--- config.mk ---
export PLATFORM = sky130hd
export DESIGN_NAME = pcm_sample_packer
export DESIGN_NICKNAME = d
export VERILOG_FILES = /design/src/rtl/psp_pkg.sv /design/src/rtl/psp_format.sv /design/src/rtl/psp_fifo.sv /design/src/rtl/psp_irq.sv /design/src/rtl/pcm_sample_packer.sv
export SDC_FILE = /design/constraint.sdc
export NUM_CORES = 1
export LEC_CHECK = 0
export ABC_AREA = 1
export BUFFER_PORTS_ARGS = -buffer_cell sky130_fd_sc_hd__buf_2
export CAP_MARGIN = 30
export CORE_MARGIN = 3
export CORE_UTILIZATION = 40
export CTS_BUF_LIST = sky130_fd_sc_hd__clkbuf_4
export DETAILED_ROUTE_END_ITERATION = 16
export PLACE_DENSITY_LB_ADDON = 0.15
export RECOVER_POWER = 100
export SETUP_SLACK_MARGIN = 0.4
export SLEW_MARGIN = 0
export SYNTH_ARGS = -nofsm -noshare
export SYNTH_HDL_FRONTEND = slang
export SYNTH_SLANG_ARGS = --single-unit
--- constraint.sdc ---
create_clock -name clk -period 10 [get_ports clk]
set_input_delay 2 -clock clk [delete_from_list [all_inputs] [get_ports clk]]
set_output_delay 2 -clock clk [all_outputs]
set_load 0.05 [all_outputs]
--- src/rtl/psp_pkg.sv ---
package psp_pkg;
   localparam int DATA_W = 32;
   localparam int ST_W   = 13;
   localparam int CFG_W  = 15;

   localparam int A_CMD  = 0;
   localparam int A_CFG  = 1;
   localparam int A_DATA = 2;
   localparam int A_MSET = 3;
   localparam int A_MCLR = 4;
   localparam int A_MASK = 5;
   localparam int A_STAT = 6;

   localparam int S_RDY  = 0;
   localparam int S_EMP  = 1;
   localparam int S_FUL  = 2;
   localparam int S_CHK  = 3;
   localparam int S_UDR  = 4;
   localparam int S_OVF  = 5;
   localparam int S_CRDY = 8;
   localparam int S_CUDR = 11;

   localparam logic [ST_W-1:0] STICKY_BITS = 13'b1_1000_0011_0000;

   typedef struct packed {
      logic       dual;
      logic [3:0] chunk;
      logic       msb;
      logic       big;
      logic [5:0] vbits;
      logic [1:0] bytes_m1;
   } cfg_t;

   localparam cfg_t CFG_RST = '{dual: 1'b0, chunk: 4'd1, msb: 1'b0,
                                big: 1'b0, vbits: 6'd32, bytes_m1: 2'd3};
endpackage

--- src/rtl/psp_format.sv ---
module psp_format
   import psp_pkg::*;
(
   input  logic [DATA_W-1:0] word_i,
   input  logic [1:0]        bytes_m1_i,
   input  logic [5:0]        vbits_i,
   input  logic              big_i,
   input  logic              msb_i,
   output logic [DATA_W-1:0] smp_o
);
   localparam int NB = DATA_W / 8;

   logic [DATA_W-1:0] ordered;
   logic [6:0]        vb_eff;
   logic [6:0]        field_w;
   logic [6:0]        shamt;
   logic [DATA_W-1:0] keep;

   always_comb begin
      ordered = '0;
      for (int i = 0; i < NB; i++) begin
         if (i <= int'(bytes_m1_i)) begin
            if (big_i)
               ordered[8*i +: 8] = word_i[8*(int'(bytes_m1_i) - i) +: 8];
            else
               ordered[8*i +: 8] = word_i[8*i +: 8];
         end
      end
   end

   always_comb begin
      vb_eff  = (vbits_i == 6'd0 || vbits_i > 6'd32) ? 7'd32 : {1'b0, vbits_i};
      field_w = {2'b00, bytes_m1_i, 3'b000} + 7'd8;
      shamt   = msb_i ? (7'(DATA_W) - field_w) : (7'(DATA_W) - vb_eff);
      keep    = ~({DATA_W{1'b1}} >> vb_eff);
      smp_o   = (ordered << shamt) & keep;
   end
endmodule

--- src/rtl/psp_fifo.sv ---
module psp_fifo #(
   parameter int DEPTH = 8,
   parameter int W     = 32,
   localparam int AW   = $clog2(DEPTH),
   localparam int CW   = AW + 1
) (
   input  logic          clk,
   input  logic          rst_n,
   input  logic          flush,
   input  logic          push,
   input  logic          pop,
   input  logic [W-1:0]  din,
   output logic [W-1:0]  dout,
   output logic [CW-1:0] count
);
   generate
      if (DEPTH < 2 || (DEPTH & (DEPTH - 1)) != 0) begin : g_bad_depth
         $error("psp_fifo: DEPTH must be a power of two, at least 2");
      end
   endgenerate

   logic [W-1:0]  mem [DEPTH];
   logic [AW-1:0] wp, rp;

   always_ff @(posedge clk) begin
      if (push) mem[wp] <= din;
   end

   always_ff @(posedge clk or negedge rst_n) begin
      if (!rst_n) begin
         wp    <= '0;
         rp    <= '0;
         count <= '0;
      end else if (flush) begin
         wp    <= '0;
         rp    <= '0;
         count <= '0;
      end else begin
         if (push) wp <= AW'(wp + 1'b1);
         if (pop)  rp <= AW'(rp + 1'b1);
         case ({push, pop})
            2'b10:   count <= CW'(count + 1'b1);
            2'b01:   count <= CW'(count - 1'b1);
            default: count <= count;
         endcase
      end
   end

   assign dout = mem[rp];
endmodule

--- src/rtl/psp_irq.sv ---
module psp_irq #(
   parameter int              ST_W   = 13,
   parameter logic [ST_W-1:0] STICKY = '0
) (
   input  logic            clk,
   input  logic            rst_n,
   input  logic            srst,
   input  logic [ST_W-1:0] live,
   input  logic [ST_W-1:0] ev,
   input  logic            stat_rd,
   input  logic            mask_set,
   input  logic            mask_clr,
   input  logic [ST_W-1:0] mask_val,
   output logic [ST_W-1:0] status,
   output logic [ST_W-1:0] mask,
   output logic            irq
);
   logic [ST_W-1:0] sticky;

   always_ff @(posedge clk or negedge rst_n) begin
      if (!rst_n) begin
         sticky <= '0;
         mask   <= '0;
      end else if (srst) begin
         sticky <= '0;
         mask   <= '0;
      end else begin
         sticky <= ((stat_rd ? '0 : sticky) | ev) & STICKY;
         if (mask_set)      mask <= mask | mask_val;
         else if (mask_clr) mask <= mask & ~mask_val;
      end
   end

   assign status = (live & ~STICKY) | sticky;
   assign irq    = |(status & mask);
endmodule

--- src/rtl/pcm_sample_packer.sv ---
module pcm_sample_packer
   import psp_pkg::*;
#(
   parameter int DEPTH  = 8,
   parameter int REG_AW = 3,
   localparam int CW    = $clog2(DEPTH) + 1
) (
   input  logic              clk,
   input  logic              rst_n,
   input  logic              wr_en,
   input  logic [REG_AW-1:0] wr_addr,
   input  logic [31:0]       wr_data,
   input  logic              rd_en,
   input  logic [REG_AW-1:0] rd_addr,
   output logic [31:0]       rd_data,
   input  logic              smp_req,
   output logic              smp_vld,
   output logic [31:0]       smp_data,
   output logic              smp_ch,
   output logic              irq
);
   generate
      if (REG_AW < 3) begin : g_bad_aw
         $error("pcm_sample_packer: REG_AW must be at least 3");
      end
      if (DEPTH > 256) begin : g_bad_depth
         $error("pcm_sample_packer: DEPTH above 256 is not supported");
      end
   endgenerate

   cfg_t              cfg;
   logic              wr_cmd, srst, flush, push_req, push, ovf_evt;
   logic              pop, udr_evt, stat_rd, full, empty;
   logic              wch, rch, serve_ch;
   logic [CW-1:0]     count, free;
   logic [DATA_W-1:0] fmt_word, head;
   logic [ST_W-1:0]   live, ev, st_vec, irq_mask;

   assign wr_cmd   = wr_en && (wr_addr == REG_AW'(A_CMD));
   assign srst     = wr_cmd && wr_data[1];
   assign flush    = wr_cmd && wr_data[0];
   assign push_req = wr_en && (wr_addr == REG_AW'(A_DATA));
   assign push     = push_req && !full;
   assign ovf_evt  = push_req && full;
   assign pop      = smp_req && !empty;
   assign udr_evt  = smp_req && empty;
   assign stat_rd  = rd_en && (rd_addr == REG_AW'(A_STAT));
   assign serve_ch = cfg.dual ? rch : 1'b0;

   always_ff @(posedge clk or negedge rst_n) begin
      if (!rst_n)
         cfg <= CFG_RST;
      else if (srst)
         cfg <= CFG_RST;
      else if (wr_en && wr_addr == REG_AW'(A_CFG))
         cfg <= wr_data[CFG_W-1:0];
   end

   always_ff @(posedge clk or negedge rst_n) begin
      if (!rst_n) begin
         wch <= 1'b0;
         rch <= 1'b0;
      end else if (srst || flush) begin
         wch <= 1'b0;
         rch <= 1'b0;
      end else begin
         if (push && cfg.dual)    wch <= !wch;
         if (smp_req && cfg.dual) rch <= !rch;
      end
   end

   psp_format u_fmt (
      .word_i     (wr_data),
      .bytes_m1_i (cfg.bytes_m1),
      .vbits_i    (cfg.vbits),
      .big_i      (cfg.big),
      .msb_i      (cfg.msb),
      .smp_o      (fmt_word)
   );

   psp_fifo #(.DEPTH(DEPTH), .W(DATA_W)) u_fifo (
      .clk   (clk),
      .rst_n (rst_n),
      .flush (flush || srst),
      .push  (push),
      .pop   (pop),
      .din   (fmt_word),
      .dout  (head),
      .count (count)
   );

   assign full  = (count == CW'(DEPTH));
   assign empty = (count == '0);
   assign free  = CW'(DEPTH) - count;

   always_ff @(posedge clk or negedge rst_n) begin
      if (!rst_n) begin
         smp_vld  <= 1'b0;
         smp_data <= '0;
         smp_ch   <= 1'b0;
      end else begin
         smp_vld <= smp_req;
         if (smp_req) begin
            smp_data <= empty ? '0 : head;
            smp_ch   <= serve_ch;
         end
      end
   end

   always_comb begin
      live             = '0;
      live[S_RDY]      = !full;
      live[S_EMP]      = empty;
      live[S_FUL]      = full;
      live[S_CHK]      = 32'(free) >= 32'(cfg.chunk);
      live[S_CRDY]     = !full && (cfg.dual ? !wch : 1'b1);
      live[S_CRDY + 1] = !full && cfg.dual && wch;
      ev               = '0;
      ev[S_UDR]        = udr_evt;
      ev[S_OVF]        = ovf_evt;
      ev[S_CUDR]       = udr_evt && !serve_ch;
      ev[S_CUDR + 1]   = udr_evt && serve_ch;
   end

   psp_irq #(.ST_W(ST_W), .STICKY(STICKY_BITS)) u_irq (
      .clk      (clk),
      .rst_n    (rst_n),
      .srst     (srst),
      .live     (live),
      .ev       (ev),
      .stat_rd  (stat_rd),
      .mask_set (wr_en && wr_addr == REG_AW'(A_MSET)),
      .mask_clr (wr_en && wr_addr == REG_AW'(A_MCLR)),
      .mask_val (wr_data[ST_W-1:0]),
      .status   (st_vec),
      .mask     (irq_mask),
      .irq      (irq)
   );

   always_comb begin
      case (rd_addr)
         REG_AW'(A_CFG):  rd_data = 32'(cfg);
         REG_AW'(A_MASK): rd_data = 32'(irq_mask);
         REG_AW'(A_STAT): rd_data = 32'(st_vec);
         default:         rd_data = '0;
      endcase
   end
endmodule

==> flow_metrics.py, run 1 <==
metrics = {
    "yosys": {
        "async_reset_ff_share_pct": 23.35,
        "yosys_warnings": 0,
        "synth-seq-cells": 334,
        "synthFlopType": "edfxtp_1",
        "syn_avg_cell_area_um2": 9.239,
        "synth_area_mm2": 0.01699,
        "synth_edf_count": 256,
        "ys_types": 44,
        "seq_area_frac_synth_pct": 56.76,
        "syn-instance-count": 1839,
    },
    "sta": {
        "slew_viol_final": 469,
        "period_needed_ns": 6.690,
        "rsz0062_at_grt": "no",
        "finalClockSkew_ns": 0.04403,
        "setup_viol": 0,
        "timing.final.ws_setup_ns": 3.310,
        "fmaxAchievable_mhz": 149.5,
        "period_share_pct": 66.90,
        "hold_viol_final": 0,
        "max_slew_margin_pct": -103.2,
        "setup_tns_ns": 0,
        "worstMarginPinSlew_ns": 3.048,
    },
    "global_route": {
        "grt_pass1_vias": 13290,
        "overflow": 0,
        "grt_antenna_before_repair": 1,
        "grt_max_degree": 87,
        "grt_pass1_wl_um": 76910,
        "grt_util_all_layers_pct": 21.95,
    },
    "critical_path": {
        "arrival_ns": 7.06,
        "slowest_delay_ns": 1.43,
        "slowest_stage": "clkbuf_1",
        "start_kind": "flop",
        "critical_path_class": "reg -> reg",
        "end_kind": "flop",
        "crit_family": "buffers and inverters",
        "cp.buffers_inverters": 4,
        "worstPathRequired_ns": 10.37,
        "worstPathCellList": "clkbuf_1 > inv_4 > ha_1 > inv_1 > o21ai_0 > nand2_1 > inv_1 > nand3_1 > a21oi_1",
        "crit_path_frequent_cell": "inv_1",
        "worst-path-max-fanout": 47,
    },
    "finish": {
        "drive_above_1_share_pct": 11.74,
        "nNetsFinal": 1991,
        "syn_to_final_growth_pct": 10.66,
        "final_area_mm2": 0.01880,
    },
    "drt": {
        "vias_per_cell": 5.513,
        "post-route-drc-count": 0,
        "via_count": 13970,
        "routed_wirelength_um": 49260,
        "drt_iter0_drc": 1286,
        "dr.pass1.iters": 6,
        "wl_per_cell_um": 19.44,
        "detail-route-antenna-nets": 0,
    },
    "clocking": {
        "cts_sinks": 334,
        "h-tree-depth": 3,
        "post-cts-setup-buffers": 0,
        "clock_latency_ns": 0.70,
        "hold_buffers": 0,
        "cts_tree": "done",
        "clock-root-buffer": "clkbuf_4",
        "path_clk_slew_ns": 0.07,
        "numCtsBuffers": 85,
        "clockBufferDepth": 3,
        "cts_resized": 0,
    },
    "placed_design": {
        "place_area_mm2": 0.01779,
        "dpl.hpwl_um": 31140,
        "io_buffers": 92,
        "pre_cts_ws_ns": 4.505,
        "gp_congestion": 0.9132,
    },
    "worst_hold_path": {
        "hold_path.class": "reg -> reg",
    },
    "floorplanning": {
        "fp.coreArea_mm2": 0.04139,
        "die_area_mm2": 0.04499,
        "io_pins": 110,
        "die_w_um": 212.1,
        "start_util_pct": 41.05,
        "rows": 74,
        "fp.dieH_um": 212.1,
    },
    "power_and_ir_drop": {
        "p_int_mw": 3.058,
        "switching_power_mw": 2.379,
        "seqPwrFrac_pct": 36.4,
        "power_mw": 5.437,
        "p_leak_nw": 7.406,
        "p_clk_share_pct": 21.8,
        "p_per_area_mw_per_mm2": 289.2,
        "ir_drop_mv": 0.1128,
        "pwr-share-comb_pct": 41.8,
        "sw_frac_of_total_pct": 43.76,
    },
    "status": {
        "run_status": "finished, violations left",
        "violations": "capacitance limit, slew limit",
    },
    "run": {
        "drv_cap": 13,
    },
}
-- per-layer routing --
metal | global-route usage [%] | vias to the layer above | wire length, um
li1 | - | 6728 | -
met1 | 30.92 | 6741 | 22340
met2 | 35.69 | 426 | 23440
met3 | 3.143 | 75 | 2574
met4 | 6.143 | 0 | 894
met5 | 0 | - | 0
-- through the flow --
stage          hold slack (ns)  std cells  util [%]
2_1_floorplan           0.4969       1855         -
3_3_place_gp            0.5044       2372     42.98
3_5_place_dp            0.5103       2373     42.99
4_1_cts                 0.5219       2533     45.77
5_1_grt                 0.5464       2534     45.43
6_report                0.5172       2534     45.43
-- cell usage after synthesis (23+ instances only) --
cell type	instances	area, um^2
a21oi_1	52	260.3
nor2_1	199	747.0
o221ai_1	32	280.3
o22ai_1	48	300.3
buf_4	23	172.7
nand2_1	298	1119
nand3_1	252	1261
dfrtp_1	74	1852
edfxtp_1	256	7687
o211ai_1	42	315.3
inv_1	116	435.4
o21ai_0	208	1041
clkbuf_1	69	259.0
-- area by class of cell --
class                           instances  area (um^2)
Sequential cell                       334         9651
Multi-Input combinational cell       1264         6329
Antenna cell                            1        2.502
Clock buffer                          136         1021
Fill cell                            4069        22580
Clock inverter                         24        131.4
Inverter                              128        486.7
Tap cell                              532        665.6
Timing Repair Buffer                  115        516.7
-- path summary, 6_finish.rpt --
path | endpoint | depth (start not counted) | slack [ns] | startpoint
setup / recovery | u_fifo.mem[3][21] | 9 | 3.31 | cfg[0]
hold / removal | smp_data[1] | 2 | 0.52 | smp_data[1]
setup reg to reg | u_fifo.mem[3][21] | 9 | 3.31 | cfg[0]
hold reg to reg | smp_data[1] | 2 | 0.52 | smp_data[1]
max in group asynchronous | u_fifo.rp[0] | 2 | 4.28 | rst_n
min in group asynchronous | smp_vld | 1 | 1.71 | rst_n
-- state kept, by name, indices dropped and copies added, names as in the netlist --
register / cells
u_fifo.wp: 3
cfg: 15
u_fifo.mem: 256
u_irq.sticky: 4
u_fifo.count: 4
rch: 1
u_fifo.rp: 3
wch: 1
smp_vld: 1
u_irq.mask: 13
smp_ch: 1
smp_data: 32
-- placed cells by master (no fill, tap or decap), types with 3 or more instances in the layout --
master	instances
a21oi_1	52
a22oi_1	6
a31oi_1	3
buf_2	41
buf_4	9
clkbuf_1	65
clkbuf_4	136
clkinv_1	20
clkinv_2	3
conb_1	17
dfrtp_1	71
dfstp_2	4
edfxtp_1	256
ha_1	19
inv_1	117
inv_2	6
nand2_1	299
nand3_1	252
nand3_2	5
nand4_1	20
nor2_1	197
nor2_2	8
nor2_4	6
nor3_1	22
o211ai_1	42
o21ai_0	208
o21ai_1	3
o221ai_1	32
o22ai_1	48
or2_2	3
xnor2_1	3
xor2_1	4
-- power by group through the flow --
stage                     Clock [mW]  Combinational, mW  Sequential (mW)
after global routing            1.31               2.53             2.00
after detailed placement           0               2.30             2.00
after floorplan                    0               1.45             2.17
final                           1.19               2.27             1.98
after CTS                       1.23               2.31             1.98
after global placement             0               2.28             2.00
-- worst register-to-register path: stages, from the launching register on --
cell and delay [ns]:
dfstp_2 0.51, clkbuf_1 1.43, inv_4 0.52, ha_1 0.91
inv_1 0.48, o21ai_0 0.38, nand2_1 0.46, inv_1 0.69
nand3_1 0.24, a21oi_1 0.73
-- cells by family (layout without fill, tap and decap cells) --
kind of cell,count (synthesis),after routing,synth area share [%]
AO/OA/AOI/OAI,400,400,13.70
XOR/XNOR,7,7,0.3608
adder cells (fa/ha/maj),20,20,1.517
buffers and inverters,257,403,6.510
flip-flops,334,334,56.76
other,1,18,0.02207
AND/OR/NAND/NOR,820,820,21.13
Note: power is estimated with default switching activity, not from simulation.
==> run 2: changes to the inputs <==
==> constraint.sdc (replaced) <==
create_clock -name clk -period 6.9 [get_ports clk]
set_input_delay 1.38 -clock clk [delete_from_list [all_inputs] [get_ports clk]]
set_output_delay 1.38 -clock clk [all_outputs]
set_load 0.05 [all_outputs]
==> flow_metrics.py, run 2 (same netlist as run 1, synthesis figures left out) <==
metrics = {
    "power_and_ir_drop": {
        "ir_drop_mv": 0.2052,
        "switching_power_mw": 3.478,
        "pwr-share-comb_pct": 42.1,
        "p_per_area_mw_per_mm2": 421.2,
        "p_int_mw": 4.439,
        "p_leak_nw": 7.410,
        "sw_frac_of_total_pct": 43.93,
        "seqPwrFrac_pct": 36.0,
        "p_clk_share_pct": 21.9,
    },
    "critical_path": {
        "arrival_ns": 5.68,
        "critical_path_class": "in -> reg",
        "r2r_slack_ns": 1.90,
        "cp_num_cells": 7,
        "slowest_stage": "clkbuf_1",
        "worstPathRequired_ns": 7.53,
        "startpoint": "smp_req",
        "end_kind": "flop",
        "worstSetupEndpoint": "smp_data[0]",
        "cp.buffers_inverters": 4,
        "r2r_start": "cfg[3]",
        "slowest_delay_ns": 1.66,
        "ff2ff_path_depth": 12,
        "worstReg2RegEnd": "u_fifo.mem[4][12]",
        "worstPathCellList": "buf_2 > clkbuf_1 > nand2_1 > clkinv_1 > clkbuf_1 > o211ai_1 > o21ai_0",
        "crit_path_frequent_cell": "clkbuf_1",
        "worst-path-max-fanout": 40,
        "crit_family": "buffers and inverters",
        "start_kind": "primary input",
    },
    "clocking": {
        "path_clk_slew_ns": 0.06,
        "hold_buffers": 0,
        "clockBufferDepth": 3,
        "post-cts-setup-buffers": 0,
        "h-tree-depth": 3,
        "cts_tree": "done",
        "numCtsBuffers": 87,
        "clock_latency_ns": 0.75,
        "cts_resized": 0,
        "clock-root-buffer": "clkbuf_4",
        "cts_sinks": 334,
    },
    "finish": {
        "nNetsFinal": 1993,
        "top_register": "u_fifo.mem",
        "layout_common_cells": "nand2_1 (300), edfxtp_1 (256), nand3_1 (252)",
        "largest_register_ff_count": 256,
        "mostFrequentLayoutCell": "nand2_1",
        "drive_above_1_share_pct": 11.56,
        "final_cells": 2532,
        "reg_top3": "u_fifo.mem (256), smp_data (32), cfg (15)",
        "syn_to_final_growth_pct": 10.60,
    },
    "drt": {
        "post-route-drc-count": 0,
        "via_count": 14010,
        "vias_per_cell": 5.533,
        "drt_iter0_drc": 1285,
        "routed_wirelength_um": 50310,
        "detail-route-antenna-nets": 0,
        "wl_per_cell_um": 19.87,
        "dr.pass1.iters": 6,
    },
    "floorplanning": {
        "fp.coreArea_mm2": 0.04139,
        "die_area_mm2": 0.04499,
        "die_w_um": 212.1,
        "start_util_pct": 41.05,
        "io_pins": 110,
        "fp.dieH_um": 212.1,
        "rows": 74,
    },
    "global_route": {
        "grt_pass1_vias": 13420,
        "grt_max_degree": 76,
        "grt_util_all_layers_pct": 22.40,
        "grt_antenna_before_repair": 2,
        "overflow": 0,
        "grt_pass1_wl_um": 78240,
    },
    "status": {
        "run_status": "finished, violations left",
        "violations": "capacitance limit, slew limit",
    },
    "sta": {
        "setup_tns_ns": 0,
        "rsz0062_at_grt": "no",
        "slew_viol_final": 369,
        "worstMarginPinSlew_ns": 2.684,
        "setup_viol": 0,
        "period_share_pct": 73.13,
        "fmaxAchievable_mhz": 198.2,
        "finalClockSkew_ns": 0.05148,
        "max_slew_margin_pct": -78.94,
        "period_needed_ns": 5.046,
        "hold_viol_final": 0,
    },
    "placed_design": {
        "dp.cells": 2373,
        "gp_congestion": 0.9582,
        "io_buffers": 92,
        "dpl.hpwl_um": 31560,
    },
    "run": {
        "drv_cap": 11,
    },
    "worst_hold_path": {
        "hold_path.class": "reg -> reg",
    },
}
==> run 2: cell types whose count changed in the layout (fill, tap and decap cells not counted), sizes merged <==
cell,delta
diode,+1
clkinv,+2
clkbuf,-8
bufinv,+1
inv,+1
buf,+3
clkinvlp,-2
==> run 2: metrics by stage <==
step | cell area, um^2 | hold slack, ns | setup slack [ns] | total power, mW | util, %
after floorplan | 17050 | 0.4969 | 2.097 | 5.238 | -
after global routing | 18790 | 0.5354 | 1.430 | 8.484 | 45.41
final | 18790 | 0.5163 | 1.854 | 7.916 | 45.41
after global placement | 17790 | 0.5049 | 2.525 | 6.207 | 42.98
after CTS | 18930 | 0.5219 | 2.499 | 8.021 | 45.73
after detailed placement | 17790 | 0.5102 | 2.598 | 6.250 | 42.99
==> run 2: how the worst min path moves through the flow <==
stage | to | depth (start not counted) | startpoint | slack, ns
finish | smp_data[30] | 2 | smp_data[30] | 0.52
global route | smp_data[30] | 2 | smp_data[30] | 0.54
CTS | smp_data[30] | 2 | smp_data[30] | 0.52
detailed placement | smp_data[31] | 2 | smp_data[31] | 0.51
global placement | smp_data[28] | 2 | smp_data[28] | 0.50
floorplan | u_irq.mask[1] | 2 | u_irq.mask[1] | 0.50
==> run 2: worst reg2reg max path, cell delays in order, from the launching register on <==
cell	delay, ns
dfrtp_1	0.48
nor2_1	0.21
nand3_2	0.12
nand2_1	0.30
inv_1	0.21
o21ai_0	0.30
ha_1	0.28
ha_1	0.25
nand2_1	0.58
inv_1	0.67
o21ai_0	0.43
nand3_1	0.20
a21oi_1	0.65
==> run 2: cell type report <==
type	count	area, um^2
antenna	2	5.005
tap	532	665.6
clock buffer	131	983.4
inverter	128	486.7
multi-input combinational	1264	6321
timing repair buffer	115	528.0
clock inverter	26	152.6
sequential	334	9651
fill	4117	22590
==> run 2: metal layers <==
metal  GRT usage (%)  wire length [um]  up-vias
met5               0                 0        -
met4           6.744              1115        0
met3           4.220              2688       87
met2           36.27             23590      426
met1           30.81             22920     6782
li1                -                 -     6715
==> run 2: power by group through the flow <==
stage                     Combinational (mW)  Clock [mW]  Sequential, mW
after detailed placement                3.36           0            2.89
after global placement                  3.32           0            2.89
after floorplan                         2.10           0            3.14
after CTS                               3.37        1.80            2.85
after global routing                    3.69        1.90            2.89
final                                   3.33        1.73            2.85
